## config.mk

```make
export PLATFORM = sky130hd
export DESIGN_NAME = frac_tod_timer
export DESIGN_NICKNAME = d
export VERILOG_FILES = /design/src/rtl/frac_tod_pkg.sv /design/src/rtl/frac_tod_divider.sv /design/src/rtl/frac_tod_accum.sv /design/src/rtl/frac_tod_regif.sv /design/src/rtl/frac_tod_timer.sv
export SDC_FILE = /design/constraint.sdc
export NUM_CORES = 1
export LEC_CHECK = 0
export BUFFER_PORTS_ARGS = -buffer_cell sky130_fd_sc_hd__buf_2
export CAP_MARGIN = 20
export CORE_MARGIN = 8
export CORE_UTILIZATION = 59
export DETAILED_ROUTE_END_ITERATION = 6
export GPL_TIMING_DRIVEN = 0
export PLACE_DENSITY = 0.77
export SLEW_MARGIN = 5
export SYNTH_ARGS = -nofsm -noshare
export SYNTH_HDL_FRONTEND = slang
export SYNTH_HIERARCHICAL = 1
export SYNTH_SLANG_ARGS = --single-unit
```

## constraint.sdc

```tcl
create_clock -name clk -period 4.2 [get_ports clk]
set_input_delay 0.84 -clock clk [delete_from_list [all_inputs] [get_ports clk]]
set_output_delay 0.84 -clock clk [all_outputs]
set_load 0.02 [all_outputs]
```

## src/rtl/frac_tod_pkg.sv

```systemverilog
package frac_tod_pkg;
   typedef enum logic [1:0] {
      RA_LO  = 2'd0,
      RA_HI  = 2'd1,
      RA_INC = 2'd2,
      RA_RSV = 2'd3
   } reg_addr_e;
endpackage

```

## src/rtl/frac_tod_divider.sv

```systemverilog
module frac_tod_divider #(
   parameter int PER_W = 8
) (
   input  logic             clk,
   input  logic             rst_n,
   input  logic [PER_W-1:0] period,
   input  logic             restart,
   output logic             tick
);
   logic [PER_W-1:0] phase_q;
   logic             at_end;

   // add fires when the phase has counted period-1 cycles since the last add
   assign at_end = (period != '0) && (phase_q == PER_W'(period - 1'b1));
   assign tick   = at_end;

   always_ff @(posedge clk) begin
      if (!rst_n) begin
         phase_q <= '0;
      end else if (restart || at_end || period == '0) begin
         phase_q <= '0;
      end else begin
         phase_q <= phase_q + 1'b1;
      end
   end
endmodule

```

## src/rtl/frac_tod_accum.sv

```systemverilog
module frac_tod_accum #(
   parameter int TIME_W = 64,
   parameter int INC_W  = 24
) (
   input  logic              clk,
   input  logic              rst_n,
   input  logic              load,
   input  logic [TIME_W-1:0] load_val,
   input  logic              tick,
   input  logic [INC_W-1:0]  step,
   output logic [TIME_W-1:0] time_q
);
   localparam int PAD_W = TIME_W - INC_W;

   logic [TIME_W-1:0] step_ext;
   assign step_ext = {{PAD_W{1'b0}}, step};

   always_ff @(posedge clk) begin
      if (!rst_n) begin
         time_q <= '0;
      end else if (load) begin
         time_q <= load_val;
      end else if (tick) begin
         time_q <= time_q + step_ext;
      end
   end
endmodule

```

## src/rtl/frac_tod_regif.sv

```systemverilog
module frac_tod_regif
   import frac_tod_pkg::*;
#(
   parameter int DATA_W    = 32,
   parameter int TIME_W    = 64,
   parameter bit RDATA_REG = 1'b1
) (
   input  logic              clk,
   input  logic              rst_n,
   input  logic              reg_wr,
   input  logic              reg_rd,
   input  logic [1:0]        reg_addr,
   input  logic [DATA_W-1:0] reg_wdata,
   input  logic [TIME_W-1:0] time_now,
   output logic [DATA_W-1:0] reg_rdata,
   output logic [DATA_W-1:0] rate_q,
   output logic [DATA_W-1:0] staged_lo,
   output logic [DATA_W-1:0] shadow_hi,
   output logic              load,
   output logic [TIME_W-1:0] load_val,
   output logic              rate_wr
);
   logic wr_lo, wr_hi, wr_rate, rd_lo;
   logic [DATA_W-1:0] rd_mux;

   assign wr_lo   = reg_wr && (reg_addr == RA_LO);
   assign wr_hi   = reg_wr && (reg_addr == RA_HI);
   assign wr_rate = reg_wr && (reg_addr == RA_INC);
   assign rd_lo   = reg_rd && (reg_addr == RA_LO);

   assign load     = wr_hi;
   assign load_val = {reg_wdata, staged_lo};
   assign rate_wr  = wr_rate;

   always_ff @(posedge clk) begin
      if (!rst_n) begin
         rate_q    <= '0;
         staged_lo <= '0;
         shadow_hi <= '0;
      end else begin
         if (wr_rate) rate_q    <= reg_wdata;
         if (wr_lo)   staged_lo <= reg_wdata;
         if (rd_lo)   shadow_hi <= time_now[TIME_W-1:DATA_W];
      end
   end

   always_comb begin
      unique case (reg_addr)
         RA_LO:   rd_mux = time_now[DATA_W-1:0];
         RA_HI:   rd_mux = shadow_hi;
         RA_INC:  rd_mux = rate_q;
         default: rd_mux = '0;
      endcase
   end

   generate
      if (RDATA_REG) begin : g_rd_flop
         logic [DATA_W-1:0] rdata_q;
         always_ff @(posedge clk) begin
            if (!rst_n)      rdata_q <= '0;
            else if (reg_rd) rdata_q <= rd_mux;
         end
         assign reg_rdata = rdata_q;
      end else begin : g_rd_comb
         assign reg_rdata = reg_rd ? rd_mux : '0;
      end
   endgenerate
endmodule

```

## src/rtl/frac_tod_timer.sv

```systemverilog
module frac_tod_timer
   import frac_tod_pkg::*;
#(
   parameter int DATA_W    = 32,
   parameter int TIME_W    = 64,
   parameter int PER_W     = 8,
   parameter int FRAC_W    = 19,
   parameter bit RDATA_REG = 1'b1
) (
   input  logic              clk,
   input  logic              rst_n,
   input  logic              reg_wr,
   input  logic              reg_rd,
   input  logic [1:0]        reg_addr,
   input  logic [DATA_W-1:0] reg_wdata,
   output logic [DATA_W-1:0] reg_rdata,
   output logic [TIME_W-1:0] time_o
);
   localparam int INC_W = DATA_W - PER_W;

   generate
      if (TIME_W != 2 * DATA_W) begin : g_bad_time_w
         $error("TIME_W must be twice DATA_W");
      end
      if (PER_W < 1 || PER_W >= DATA_W) begin : g_bad_per_w
         $error("PER_W must lie inside the data word");
      end
      if (FRAC_W >= INC_W) begin : g_bad_frac_w
         $error("FRAC_W must leave integer bits in the step");
      end
   endgenerate

   logic [DATA_W-1:0] rate_q, staged_lo, shadow_hi;
   logic [TIME_W-1:0] load_val, time_q;
   logic              load, rate_wr, tick;

   frac_tod_regif #(
      .DATA_W(DATA_W), .TIME_W(TIME_W), .RDATA_REG(RDATA_REG)
   ) u_regif (
      .clk(clk), .rst_n(rst_n), .reg_wr(reg_wr), .reg_rd(reg_rd),
      .reg_addr(reg_addr), .reg_wdata(reg_wdata), .time_now(time_q),
      .reg_rdata(reg_rdata), .rate_q(rate_q), .staged_lo(staged_lo),
      .shadow_hi(shadow_hi), .load(load), .load_val(load_val),
      .rate_wr(rate_wr)
   );

   frac_tod_divider #(.PER_W(PER_W)) u_div (
      .clk(clk), .rst_n(rst_n), .period(rate_q[DATA_W-1:INC_W]),
      .restart(rate_wr), .tick(tick)
   );

   frac_tod_accum #(.TIME_W(TIME_W), .INC_W(INC_W)) u_accum (
      .clk(clk), .rst_n(rst_n), .load(load), .load_val(load_val),
      .tick(tick), .step(rate_q[INC_W-1:0]), .time_q(time_q)
   );

   assign time_o = time_q;
endmodule

```

# After elaboration in Yosys (flattened, before gate mapping)
# Index checks and enable logic that the tools add are counted.
# totals
regBits	200
inputBits	38
out_inout_bits	96
elab_cells	28
# op_classes
add_sub_neg	3
n_eq_ne	3
muxes	3
bitwise	1
n_reduce_logical	12
# op_table
cell	count
two-way mux 64 bit	2
case mux 32 bit (3 select lines)	1
adder 64 x 24 -> 64 bit	1
adder 8 x 1 -> 8 bit, second input constant	1
== test 8 bit	1
logical NOT 8 bit	1
nonzero test 8 bit	1
subtractor 8 x 1 -> 8 bit, second input constant	1
logical AND 1 bit	5
== test 2 x 1 -> 1 bit, second input constant	1
== test 2 bit, second input constant	1
logical NOT 2 bit	1
logical OR 1 bit	2
nonzero test 2 bit	1
OR reduction 2 bit	1
NOT 1 bit	1

# Logic depth before layout (Yosys ltp)
# logic_depth
depth_word	6
depth_mapped	16

# Cells and area by module
# The synthesis kept the hierarchy.
# modules_own_cells
module	instances	cells_each	area_per_inst_um2	seq_area_each_um2
frac_tod_regif	1	701	5894.4	2562.5
frac_tod_accum	1	602	4679.5	1281.2
frac_tod_divider	1	88	698.2	160.2

# Worst setup path after synthesis
# No wires, ideal clock.
# synth_path
kind	reg2reg
start	reg u_regif.rate_q[24]
end	reg u_accum.time_q[43]
setup_ns	0.062
t_arrival_ns	3.292
slack_ns	0.846
stages_incl_launch_ff	14
n_path_buf	1
period_less_slack_ns	3.354
path_cell_list	dfxtp_1 -> buf_6 -> inv_1 -> ha_1 -> or3b_2 -> nor2b_1 -> mux2i_1 -> o2bb2ai_1 -> and2_1 -> inv_2 -> or4_1 -> a211oi_2 -> mux2_1 -> nand3_1
# synth_via
elab_chain_cells	4
elab_cells_between_ends	5
cone_classes	add/sub (1); eq/ne (1); reduce/logical (3)
# synth_lines
element	line_no	source
start, declared	frac_tod_regif.sv:16	output logic [DATA_W-1:0] rate_q,
start signal, assigned	frac_tod_regif.sv:41	if (wr_rate) rate_q <= reg_wdata;
subtractor 8 x 1 -> 8 bit	frac_tod_divider.sv:14	assign at_end = (period != '0) && (phase_q == PER_W'(period - 1'b1));
== test 8 bit	frac_tod_divider.sv:14	
logical AND 1 bit (*)	frac_tod_divider.sv:14	
via tick	frac_tod_timer.sv:35	logic load, rate_wr, tick;
nonzero test 2 bit (no line) (*)	-	
end signal, assigned	frac_tod_accum.sv:22	time_q <= load_val;
end signal, assigned	frac_tod_accum.sv:24	time_q <= time_q + step_ext;
end, declared	frac_tod_accum.sv:11	output logic [TIME_W-1:0] time_q
# The timed path passes the listed nets; every way through them passes the cells marked *.
# A chain may end at the register's enable or synchronous reset.

# Final worst setup path
# layout_path
start	reg u_regif.rate_q[24]
end	reg u_accum.time_q[60]
# The elaborated chain is that of the path after synthesis.

==> summary by stage <==
Outcome
The flow ran to the end, and the final reports show no timing, DRC or antenna violations.

Timing
For the pin with the worst max-slew slack, the measured transition is 0.979 ns. The final number of max-transition violations was 0. The total count of hold-check failures in the final report was 0. The worst max-slew margin expressed relative to the limit is 34.2%. The final period utilization is 99.0%. Subtracting the final worst setup slack from the clock period gives 4.16 ns. On the final layout, the worst clock skew is 0.0126 ns. The achievable frequency is 0.241 GHz.

Setup violations remaining at the end of the flow were counted as 0.

Layout
0 antenna diodes ended up in the layout. The total non-filler cell area in the finished layout is 12600 um2. The number of fill cells in the layout is 1668.

The fraction of layout instances using a drive strength above 1 is 17.7%. In the final design database the tool counted 1576 nets. The area overhead of the layout relative to synthesis is 14.0%.

Yosys
The synthesized netlist occupies a cell area of 11000 um2. The count of mapped cells out of synthesis is 1359. Each instance of the synthesized netlist takes up on average 8.12 um2. The synthesis warning total is 6. The number of nets handed over by synthesis was 1424.

Worst setup path
In this run the number of cells on the critical path is 14. In this run the register-to-register setup slack is 0.04 ns. Of all nets on the critical path, the largest fanout is 10. The worst setup path is launched from a register. The nature of the critical path endpoint is a register. The critical path goes through buf_6 > inv_1 > ha_1 > or3b_2 > nor2b_1 > mux2i_1 > o2bb2ai_2 > and2_1 > clkbuf_2 > a22o_1 > buf_2 > nand4_1 > xor2_1 > a21oi_1. The data arrival time at the worst-slack endpoint is 4.45 ns. The largest single stage delay on the critical path is 0.51 ns.

The worst path required time is 4.50 ns. The source of the critical timing path is u_regif/rate_q[24]. In this run the critical register-to-register path is launched from u_regif/rate_q[24]. The category of the critical setup timing path is reg -> reg.

The cell with the largest stage delay on the worst path is sky130_fd_sc_hd__or3b_2. The cell class contributing the biggest share of worst-path delay is simple AND/OR/NAND/NOR gates. Counting cells, the worst reg-to-reg path comes to 14. The buffer and inverter count on the worst path is 4. The worst register-to-register path ends at u_accum/time_q[60].

Clocking
The later pin in the worst-skew pair is clocked with a latency of 0.44 ns. The total number of clock tree sinks is 200. The TritonCTS clock tree is done. The post-CTS clock slew at the launch and capture registers of the worst setup and hold paths is 0.07 ns. The number of buffers inserted by post-CTS setup repair is 0. The number of buffers between clock root and the deepest sink is 2. The total number of H-tree levels is 4. Clock tree synthesis inserted a total of 17 buffers.

After clock tree synthesis, the flow added hold-fix buffers numbering 0. CTS placed an instance of sky130_fd_sc_hd__clkbuf_16 at the clock tree root.

Place
The congestion estimate from routability-driven global placement came to 1.02. The detailed placer's ending HPWL is 28800 um. The count of buffers added on input and output ports is 133. Summing all placed instances gives a cell area of 12000 um2.

Die
For this configuration, the core starts out at a cell density of 59.6%. The horizontal extent of the die is 153 um. In this run the count of I/O pins placed on the die edge is 134. The die is 153 um tall.

The initialized floorplan defines 50 standard-cell rows. The total area inside the core boundary comes to 18500 um2. The floorplan step defined a die boundary enclosing 23300 um2.

Worst hold path
The end point of the most critical hold path is u_regif/staged_lo[16]. The worst hold path was traced through 2 stages. In this run the worst hold path is classified as reg -> reg. The worst hold path begins at u_regif/staged_lo[16].

Power
The maximum vdd ir drop is 0.263 mV. The standby leakage power is 5.04 nW. The post-layout total power is 4.28 mW. In this run the power density over the cells is 340 nW/um2.

Detailed routing
The aggregate routed wire length is 38300 um. The detailed-route wire length per cell is 21.8 um. The via count is 10900. For this run, design rule violations remaining after detail routing come to 0.

In this run, the number of DRC markers left after iteration 0 of detailed routing was 1320. The count of nets left with antenna violations after detail routing is 0. The first-pass detailed-route iteration total is 7. The vias per cell is 6.19.

GRT
The number of antenna violations at the first check in global routing is 1. The number of global-route vias before repair is 10200. The largest net degree at the start of global routing is 20. The overall fraction of global-route tracks in use is 31.6%.

The total overflow left after global routing is 0. The first global-routing pass estimated 57800 um of wire.

Run
The tool flagged a number of max-cap violations equal to 0.
## report_power, final
part	internal [mW]	switching, mW	leakage (nW)
registers	1.98	0.103	1.63
clock network	0.804	0.811	0.280
logic	0.218	0.373	3.13
total	3.00	1.29	5.04
## layer usage
metal  up-vias  GRT usage, %  routed length, um
met3       102          6.89               4510
met1      5097          41.7              15700
met4         0          10.6               1040
li1       5062             -                  -
met2       618          50.1              17000
met5         -             0                  0
## through the flow
step	hold slack (ns)	worst slack [ns]	instances	TNS [ns]	utilization [%]
after CTS	0.453	0.0518	1758	0	67.9
after detailed placement	0.442	-0.205	1726	-1.75	64.8
final	0.451	0.0424	1758	0	67.9
after global placement	0.436	-0.217	1726	-1.52	64.8
after global routing	0.470	-0.0171	1758	-0.0365	67.9
after floorplan	0.430	0.846	1359	0	-
## flip-flops by register name, summed over array words and instances, names as in the netlist
name	flops
u_regif/rate_q	32
u_regif/reg_rdata	32
u_accum/time_q	64
u_regif/staged_lo	32
u_div/phase_q	8
u_regif/shadow_hi	32
## timing repair
action | 4_1_cts | 5_1_grt
endpoints found under the setup margin | 23 | 28
cloned | 0 | 0
resized for setup | 1 | 3
## area by class of cell
| cell class | count | area, um2 | area share (%) |
|---|---|---|---|
| Clock inverter | 14 | 136 | 1.08 |
| Multi-Input combinational cell | 1020 | 6270 | 49.9 |
| Buffer | 121 | 701 | 5.57 |
| Tap cell | 234 | 293 | 2.33 |
| Sequential cell | 200 | 4000 | 31.8 |
| Timing Repair Buffer | 133 | 666 | 5.29 |
| Inverter | 18 | 67.6 | 0.537 |
| Clock buffer | 18 | 439 | 3.49 |
## worst max-delay path by stage
| stage | endpoint | slack (ns) |
|---|---|---|
| after CTS | u_accum/time_q[10] | 0.05 |
| after global placement | u_accum/time_q[42] | -0.22 |
| after floorplan | u_accum/time_q[43] | 0.85 |
| after global routing | u_accum/time_q[60] | -0.02 |
| after detailed placement | u_accum/time_q[42] | -0.20 |
| final | u_accum/time_q[60] | 0.04 |
## worst reg2reg max path, cell delays in order (launching register included)
cell and delay [ns]:
sky130_fd_sc_hd__dfxtp_1 0.36, sky130_fd_sc_hd__buf_6 0.15, sky130_fd_sc_hd__inv_1 0.05, sky130_fd_sc_hd__ha_1 0.20
sky130_fd_sc_hd__or3b_2 0.51, sky130_fd_sc_hd__nor2b_1 0.21, sky130_fd_sc_hd__mux2i_1 0.13, sky130_fd_sc_hd__o2bb2ai_2 0.38
sky130_fd_sc_hd__and2_1 0.42, sky130_fd_sc_hd__clkbuf_2 0.42, sky130_fd_sc_hd__a22o_1 0.35, sky130_fd_sc_hd__buf_2 0.36
sky130_fd_sc_hd__nand4_1 0.19, sky130_fd_sc_hd__xor2_1 0.21, sky130_fd_sc_hd__a21oi_1 0.09
## cell usage in the layout (no fill, tap or decap), types with 7 or more instances in the layout
cell type                   count
sky130_fd_sc_hd__nand2_1      275
sky130_fd_sc_hd__dfxtp_1      200
sky130_fd_sc_hd__buf_2        154
sky130_fd_sc_hd__o21ai_0       86
sky130_fd_sc_hd__a21oi_1       73
sky130_fd_sc_hd__a21boi_1      73
sky130_fd_sc_hd__clkbuf_1      51
sky130_fd_sc_hd__mux2i_1       51
sky130_fd_sc_hd__a31oi_1       39
sky130_fd_sc_hd__nand3_1       36
sky130_fd_sc_hd__nor2_1        34
sky130_fd_sc_hd__buf_4         32
sky130_fd_sc_hd__or2_1         30
sky130_fd_sc_hd__xor2_1        27
sky130_fd_sc_hd__a21boi_0      26
sky130_fd_sc_hd__ha_1          26
sky130_fd_sc_hd__xnor2_1       23
sky130_fd_sc_hd__and3_1        20
sky130_fd_sc_hd__clkbuf_16     17
sky130_fd_sc_hd__inv_1         16
sky130_fd_sc_hd__nor3_1        16
sky130_fd_sc_hd__nand4_1       15
sky130_fd_sc_hd__buf_6         13
sky130_fd_sc_hd__a21o_1        11
sky130_fd_sc_hd__and2_1        11
sky130_fd_sc_hd__nor4b_1       10
sky130_fd_sc_hd__nand2_2       10
sky130_fd_sc_hd__o21ai_1        9
sky130_fd_sc_hd__nand2b_1       8
sky130_fd_sc_hd__or4_1          7
sky130_fd_sc_hd__a32oi_1        7
sky130_fd_sc_hd__a211oi_1       7
No activity file was read; power rests on OpenSTA's default activity.
